===== src/rtl/wave_rot_pkg.sv =====
package wave_rot_pkg;
  localparam int NUM_WAVES = 4;
  localparam int NUM_VOICES = 5;
  localparam int WSEL_W = $clog2(NUM_WAVES);

  typedef enum logic [1:0] {
    ROT_OFF        = 2'b00,
    ROT_ALL        = 2'b01,
    ROT_SHARED     = 2'b10,
    ROT_SHARED_ALT = 2'b11
  } rot_mode_e;
endpackage


===== src/rtl/rot_select.sv =====
module rot_select
  import wave_rot_pkg::*;
(
  input  logic [1:0]            mode,
  input  logic [NUM_VOICES-1:0] adv,
  output logic [NUM_WAVES-1:0]  rot_en,
  output logic [NUM_WAVES-1:0]  step
);
  rot_mode_e mode_e;
  assign mode_e = rot_mode_e'(mode);

  // tables owned by a single voice rotate only in the all-tables mode
  for (genvar k = 0; k < NUM_WAVES - 1; k++) begin : g_own
    assign rot_en[k] = (mode_e == ROT_ALL);
    assign step[k]   = rot_en[k] & adv[k];
  end

  // shared table: follows voice 5 in all-tables mode, voice 4 otherwise
  logic shared_src;
  always_comb begin
    shared_src = 1'b0;
    unique case (mode_e)
      ROT_ALL:                    shared_src = adv[NUM_VOICES-1];
      ROT_SHARED, ROT_SHARED_ALT: shared_src = adv[NUM_VOICES-2];
      default:                    shared_src = 1'b0;
    endcase
  end

  assign rot_en[NUM_WAVES-1] = (mode_e != ROT_OFF);
  assign step[NUM_WAVES-1]   = rot_en[NUM_WAVES-1] & shared_src;
endmodule


===== src/rtl/rot_base_ctr.sv =====
module rot_base_ctr #(
  parameter int IDX_W = 5
) (
  input  logic             clk,
  input  logic             rst_n,
  input  logic             step,
  output logic [IDX_W-1:0] base
);
  always_ff @(posedge clk) begin
    if (!rst_n)    base <= '0;
    else if (step) base <= base + 1'b1;
  end
endmodule


===== src/rtl/rot_wave_ram.sv =====
module rot_wave_ram #(
  parameter int DATA_W = 8,
  parameter int IDX_W  = 5,
  parameter int WSEL_W = 2
) (
  input  logic              clk,
  input  logic              rst_n,
  input  logic              we,
  input  logic [WSEL_W-1:0] w_wave,
  input  logic [IDX_W-1:0]  w_idx,
  input  logic [DATA_W-1:0] w_data,
  input  logic              re,
  input  logic [WSEL_W-1:0] r_wave,
  input  logic [IDX_W-1:0]  r_idx,
  output logic [DATA_W-1:0] r_data,
  output logic              r_valid
);
  localparam int DEPTH = 1 << (WSEL_W + IDX_W);

  logic [DATA_W-1:0] mem [DEPTH];

  always_ff @(posedge clk) begin
    if (we) mem[{w_wave, w_idx}] <= w_data;
  end

  always_ff @(posedge clk) begin
    if (re) r_data <= mem[{r_wave, r_idx}];
  end

  always_ff @(posedge clk) begin
    if (!rst_n) r_valid <= 1'b0;
    else        r_valid <= re;
  end
endmodule


===== src/rtl/wave_rotator.sv =====
module wave_rotator
  import wave_rot_pkg::*;
#(
  parameter int DATA_W = 8,
  parameter int IDX_W  = 5,
  localparam int ADDR_W = WSEL_W + IDX_W
) (
  input  logic                  clk,
  input  logic                  rst_n,
  input  logic [1:0]            rot_mode,
  input  logic [NUM_VOICES-1:0] adv,
  input  logic                  wr_en,
  input  logic [ADDR_W-1:0]     wr_addr,
  input  logic [DATA_W-1:0]     wr_data,
  input  logic                  rd_en,
  input  logic [ADDR_W-1:0]     rd_addr,
  output logic [DATA_W-1:0]     rd_data,
  output logic                  rd_valid,
  output logic [NUM_WAVES-1:0]  ro_mask
);
  logic [NUM_WAVES-1:0]       rot_en;
  logic [NUM_WAVES-1:0]       step;
  logic [IDX_W-1:0]           base [NUM_WAVES];
  logic [NUM_WAVES*IDX_W-1:0] base_flat;

  rot_select u_sel (
    .mode   (rot_mode),
    .adv    (adv),
    .rot_en (rot_en),
    .step   (step)
  );

  for (genvar k = 0; k < NUM_WAVES; k++) begin : g_base
    rot_base_ctr #(.IDX_W(IDX_W)) u_ctr (
      .clk   (clk),
      .rst_n (rst_n),
      .step  (step[k]),
      .base  (base[k])
    );
    assign base_flat[k*IDX_W +: IDX_W] = base[k];
  end

  // address split and remap through the table offset
  logic [WSEL_W-1:0] w_wave, r_wave;
  logic [IDX_W-1:0]  w_phys, r_phys;
  logic              wr_go;

  assign w_wave = wr_addr[ADDR_W-1 -: WSEL_W];
  assign r_wave = rd_addr[ADDR_W-1 -: WSEL_W];
  assign w_phys = wr_addr[IDX_W-1:0] + base[w_wave];
  assign r_phys = rd_addr[IDX_W-1:0] + base[r_wave];
  assign wr_go  = wr_en & ~rot_en[w_wave];

  rot_wave_ram #(.DATA_W(DATA_W), .IDX_W(IDX_W), .WSEL_W(WSEL_W)) u_ram (
    .clk     (clk),
    .rst_n   (rst_n),
    .we      (wr_go),
    .w_wave  (w_wave),
    .w_idx   (w_phys),
    .w_data  (wr_data),
    .re      (rd_en),
    .r_wave  (r_wave),
    .r_idx   (r_phys),
    .r_data  (rd_data),
    .r_valid (rd_valid)
  );

  assign ro_mask = rot_en;
endmodule


===== config.mk =====
export PLATFORM = sky130hd
export DESIGN_NAME = wave_rotator
export DESIGN_NICKNAME = d
export VERILOG_FILES = /design/src/rtl/wave_rot_pkg.sv /design/src/rtl/rot_select.sv /design/src/rtl/rot_base_ctr.sv /design/src/rtl/rot_wave_ram.sv /design/src/rtl/wave_rotator.sv
export SDC_FILE = /design/constraint.sdc
export NUM_CORES = 1
export LEC_CHECK = 0
export CAP_MARGIN = 15
export CORE_AREA = 5 5 270 272
export CTS_CLUSTER_DIAMETER = 80
export CTS_CLUSTER_SIZE = 28
export DETAILED_ROUTE_END_ITERATION = 8
export DIE_AREA = 0 0 275 277
export PLACE_DENSITY = 0.78
export RECOVER_POWER = 100
export SETUP_SLACK_MARGIN = 0.1
export SYNTH_ARGS = -nofsm -noshare
export SYNTH_HDL_FRONTEND = slang
export SYNTH_SLANG_ARGS = --single-unit

===== constraint.sdc =====
create_clock -name clk -period 4.6 [get_ports clk]
set_clock_uncertainty 0.15 [all_clocks]
set_input_delay 0.69 -clock clk [delete_from_list [all_inputs] [get_ports clk]]
set_output_delay 0.69 -clock clk [all_outputs]
set_load 0.05 [all_outputs]

==> impl_results.rst <==
.. list-table::
   :header-rows: 1

   * - Metric
     - Value
   * - Sequential fraction of the synthesis area
     - 75.6%
   * - Data required time of the critical path
     - 4.72 ns
   * - Kind of end point of the critical path
     - flop
   * - Floorplan die width
     - 275 um
   * - Post-Layout Inst Area
     - 45800 um^2
   * - Remaining max-slew budget at the tightest pin
     - -150%
   * - Detail-routed via count per cell
     - 6.43
   * - Maximum number of pins on one net before global-route repair
     - 100
   * - Maximum resistive drop on vdd
     - 395 uV
   * - Avg Synthesized Cell Area
     - 21.7 um^2
   * - H-tree levels
     - 2
   * - Filler cell count
     - 4571
   * - Row count
     - 98
   * - Category of the most critical setup path
     - in -> reg
   * - Total power divided by cell area
     - 384 nW/um^2
   * - Max Root-Sink Buffers
     - 3
   * - Synthesis-to-finish area growth
     - 10.1%
   * - Fraction of registers with async set/reset
     - 0%
   * - Slew at the pin closest to its max-slew limit
     - 3.75 ns
   * - Count of hold buffers inserted by post-cts repair
     - 0
   * - Fraction of layout instances using a drive strength above 1
     - 21.1%
   * - Number of vias after detailed routing
     - 20200
   * - Violations in the final reports
     - max-capacitance violations, max-slew violations
   * - Clock root cell
     - sky130_fd_sc_hd__clkbuf_16
   * - Clock tree sinks
     - 1053
   * - Kind of path behind the tightest hold check
     - reg -> reg
   * - Cell area after synthesis
     - 41600 um^2
   * - Top library cells by usage in the layout, fill and taps aside
     - 1032 x sky130_fd_sc_hd__edfxtp_1, 266 x sky130_fd_sc_hd__mux4_2, 196 x sky130_fd_sc_hd__mux2i_1
   * - Final period utilization
     - 95.4%
   * - Setup ws final
     - 0.212 ns
   * - MaxCap Viol Count
     - 10
   * - Number of max-slew violations in the final report
     - 768
   * - First drt pass iteration count
     - 6
   * - Count of placed standard cells in the final layout, fillers left out
     - 3142
   * - Starting density of the core
     - 58.9%
   * - Placement-stage worst setup slack
     - -0.370 ns
   * - Final estimated routing congestion in global placement
     - 0.836
   * - Global-route wire length before repair
     - 137 mm
   * - Number of buffers created by CTS
     - 45
   * - Cell count after placement
     - 3072
   * - Final sum of negative setup slack
     - 0 ns
   * - Number of enable-type register cells in the synthesized netlist
     - 1032
   * - Total overflow reported by the global router
     - 0
   * - Core Box Area
     - 70500 um^2
   * - Startpoint of the lowest-slack hold path
     - g_base[2].u_ctr.base[1]
   * - Nets@finish
     - 2216
   * - Worst setup path startpoint
     - wr_addr[6]
   * - Gates resized, CTS repair
     - 0
   * - Worst-skew pair later-pin latency
     - 0.64 ns
   * - Number of distinct library cells after synthesis
     - 36
   * - Leakage power figure
     - 14.5 nW
   * - Final routed wirelength across all metal layers
     - 91.8 mm
   * - Combined global-route utilization of all metal layers
     - 24.3%
   * - Min Hold Slack
     - 0.440 ns
   * - Number of failing setup endpoints in the final timing report
     - 0
   * - Clock tree from TritonCTS
     - yes
   * - FF/Latch Area
     - 31400 um^2
   * - Total cell area at the placement stage
     - 45000 um^2
   * - Crit-path max FO
     - 8
   * - Full die area
     - 76200 um^2
   * - Arrival time worst endpoint
     - 4.51 ns
   * - Remaining design rule violation count
     - 0
   * - RR Startpoint
     - g_base[3].u_ctr.base[0]
   * - Number of global-route vias before repair
     - 20600
   * - Floorplan die height
     - 277 um
   * - Initial DRC Count
     - 2449
   * - Primary flip-flop cell chosen by synthesis mapping
     - sky130_fd_sc_hd__edfxtp_1
   * - Clock-pin slew reported for the worst setup and hold paths after clock tree synthesis
     - 0.10 ns
   * - Count of synthesis-stage warnings from yosys
     - 0
   * - Total Power Consumption
     - 17.6 mW
   * - Antenna Cells
     - 0
   * - Antenna viol nets, final
     - 0
   * - Nature of the critical path startpoint
     - input pin
   * - Number of hold violations in the final report
     - 0
   * - Final critical-path required period
     - 4.39 ns
   * - Area of the multi-input gates
     - 9750 um^2
   * - IO buf count
     - 45
   * - Number of synthesized register bits
     - 1053
   * - HPWL after detailed placement
     - 56.8 mm
   * - I/O pins
     - 46
   * - WL per Instance
     - 29.2 um
   * - Top achievable clock speed
     - 228 MHz
   * - Antenna violations before repair
     - 3
   * - Setup repair after global routing missed its margin
     - no
   * - Synth Net Count
     - 1966
   * - Final core utilization
     - 64.9%
   * - Most frequent standard cell in the layout excluding fill and tap cells
     - sky130_fd_sc_hd__edfxtp_1
   * - Gate count after technology mapping
     - 1919
   * - Setup repair bufs after CTS
     - 0
   * - Run status
     - finished with violations
==> flip-flops by register name (all words and copies together), names as in the netlist <==
name and cells:
g_base.u_ctr.base 20, u_ram.mem 1024, u_ram.r_data 8, u_ram.r_valid 1
==> cells in the mapped netlist (2+ instances only) <==
| cell | instances | area (um^2) |
|---|---|---|
| sky130_fd_sc_hd__edfxtp_1 | 1032 | 31000 |
| sky130_fd_sc_hd__mux4_2 | 266 | 5990 |
| sky130_fd_sc_hd__mux2i_1 | 196 | 1960 |
| sky130_fd_sc_hd__nor2_1 | 138 | 518 |
| sky130_fd_sc_hd__buf_2 | 37 | 185 |
| sky130_fd_sc_hd__o22ai_1 | 32 | 200 |
| sky130_fd_sc_hd__clkbuf_1 | 31 | 116 |
| sky130_fd_sc_hd__nand2_1 | 26 | 97.6 |
| sky130_fd_sc_hd__buf_1 | 25 | 93.8 |
| sky130_fd_sc_hd__dfxtp_1 | 21 | 420 |
| sky130_fd_sc_hd__and2_1 | 20 | 125 |
| sky130_fd_sc_hd__xnor2_1 | 16 | 140 |
| sky130_fd_sc_hd__ha_1 | 12 | 150 |
| sky130_fd_sc_hd__nand3_1 | 9 | 45.0 |
| sky130_fd_sc_hd__nand4_1 | 8 | 50.1 |
| sky130_fd_sc_hd__nor2b_1 | 8 | 50.1 |
| sky130_fd_sc_hd__nor4_2 | 8 | 100 |
| sky130_fd_sc_hd__xor2_1 | 7 | 61.3 |
| sky130_fd_sc_hd__a21o_1 | 3 | 22.5 |
| sky130_fd_sc_hd__a21oi_1 | 3 | 15.0 |
| sky130_fd_sc_hd__inv_1 | 3 | 11.3 |
| sky130_fd_sc_hd__buf_4 | 2 | 15.0 |
| sky130_fd_sc_hd__fa_1 | 2 | 40.0 |
| sky130_fd_sc_hd__xnor2_2 | 2 | 32.5 |
==> layout make-up <==
| cell class | count | share of cell area, % |
|---|---|---|
| sequential | 1053 | 68.7 |
| multi-input combinational | 767 | 21.3 |
| timing repair buffer | 299 | 4.52 |
| clock buffer | 62 | 2.72 |
| tap | 950 | 2.60 |
| clock inverter | 8 | 0.183 |
| inverter | 3 | 0.0246 |
==> critical path: stages <==
cell and delay, ns:
sky130_fd_sc_hd__dlygate4sd3_1 0.57, sky130_fd_sc_hd__mux4_2 0.52, sky130_fd_sc_hd__ha_1 0.24, sky130_fd_sc_hd__fa_1 0.43, sky130_fd_sc_hd__a21o_1 0.20, sky130_fd_sc_hd__a21oi_1 0.30, sky130_fd_sc_hd__xnor2_1 0.13, sky130_fd_sc_hd__nor2_1 0.15
sky130_fd_sc_hd__clkbuf_1 0.26, sky130_fd_sc_hd__nand2_1 0.36, sky130_fd_sc_hd__nor2_1 0.23, sky130_fd_sc_hd__clkbuf_1 0.42
==> metal layers <==
layer,part of all wire [%],vias to the layer above,GRT usage (%)
met3,8.5,152,4.15
met2,51,1014,40.0
met1,37,10600,34.5
li1,-,8399,-
met5,0.014,-,0
met4,3.1,2,6.95
==> cells by family (layout without fill, tap and decap cells) <==
| kind of cell | Yosys count | in the layout | synth area share (%) |
|---|---|---|---|
| buffers and inverters | 99 | 372 | 1.04 |
| adder cells (fa/ha/maj) | 14 | 14 | 0.458 |
| multiplexers | 462 | 462 | 19.1 |
| flip-flops | 1053 | 1053 | 75.6 |
| XOR/XNOR | 27 | 27 | 0.677 |
| AND/OR/NAND/NOR | 223 | 223 | 2.47 |
| AO/OA/AOI/OAI | 41 | 41 | 0.629 |
==> where the power goes <==
group | total (mW) | switching [mW] | internal, mW
combinational | 2.21 | 1.21 | 1.00
sequential | 10.6 | 0.0324 | 10.6
clock | 4.74 | 2.80 | 1.94
total | 17.6 | 4.04 | 13.5
==> path summary, 6_finish.rpt <==
kind	endpoint	slack (ns)	depth (start not counted)
max reg2reg	u_ram.r_data[4]	0.43	12
max	u_ram.mem[93][3]	0.21	12
min	g_base[2].u_ctr.base[1]	0.44	2
min reg2reg	g_base[2].u_ctr.base[1]	0.44	2
Note: power is estimated with default switching activity, not from simulation.
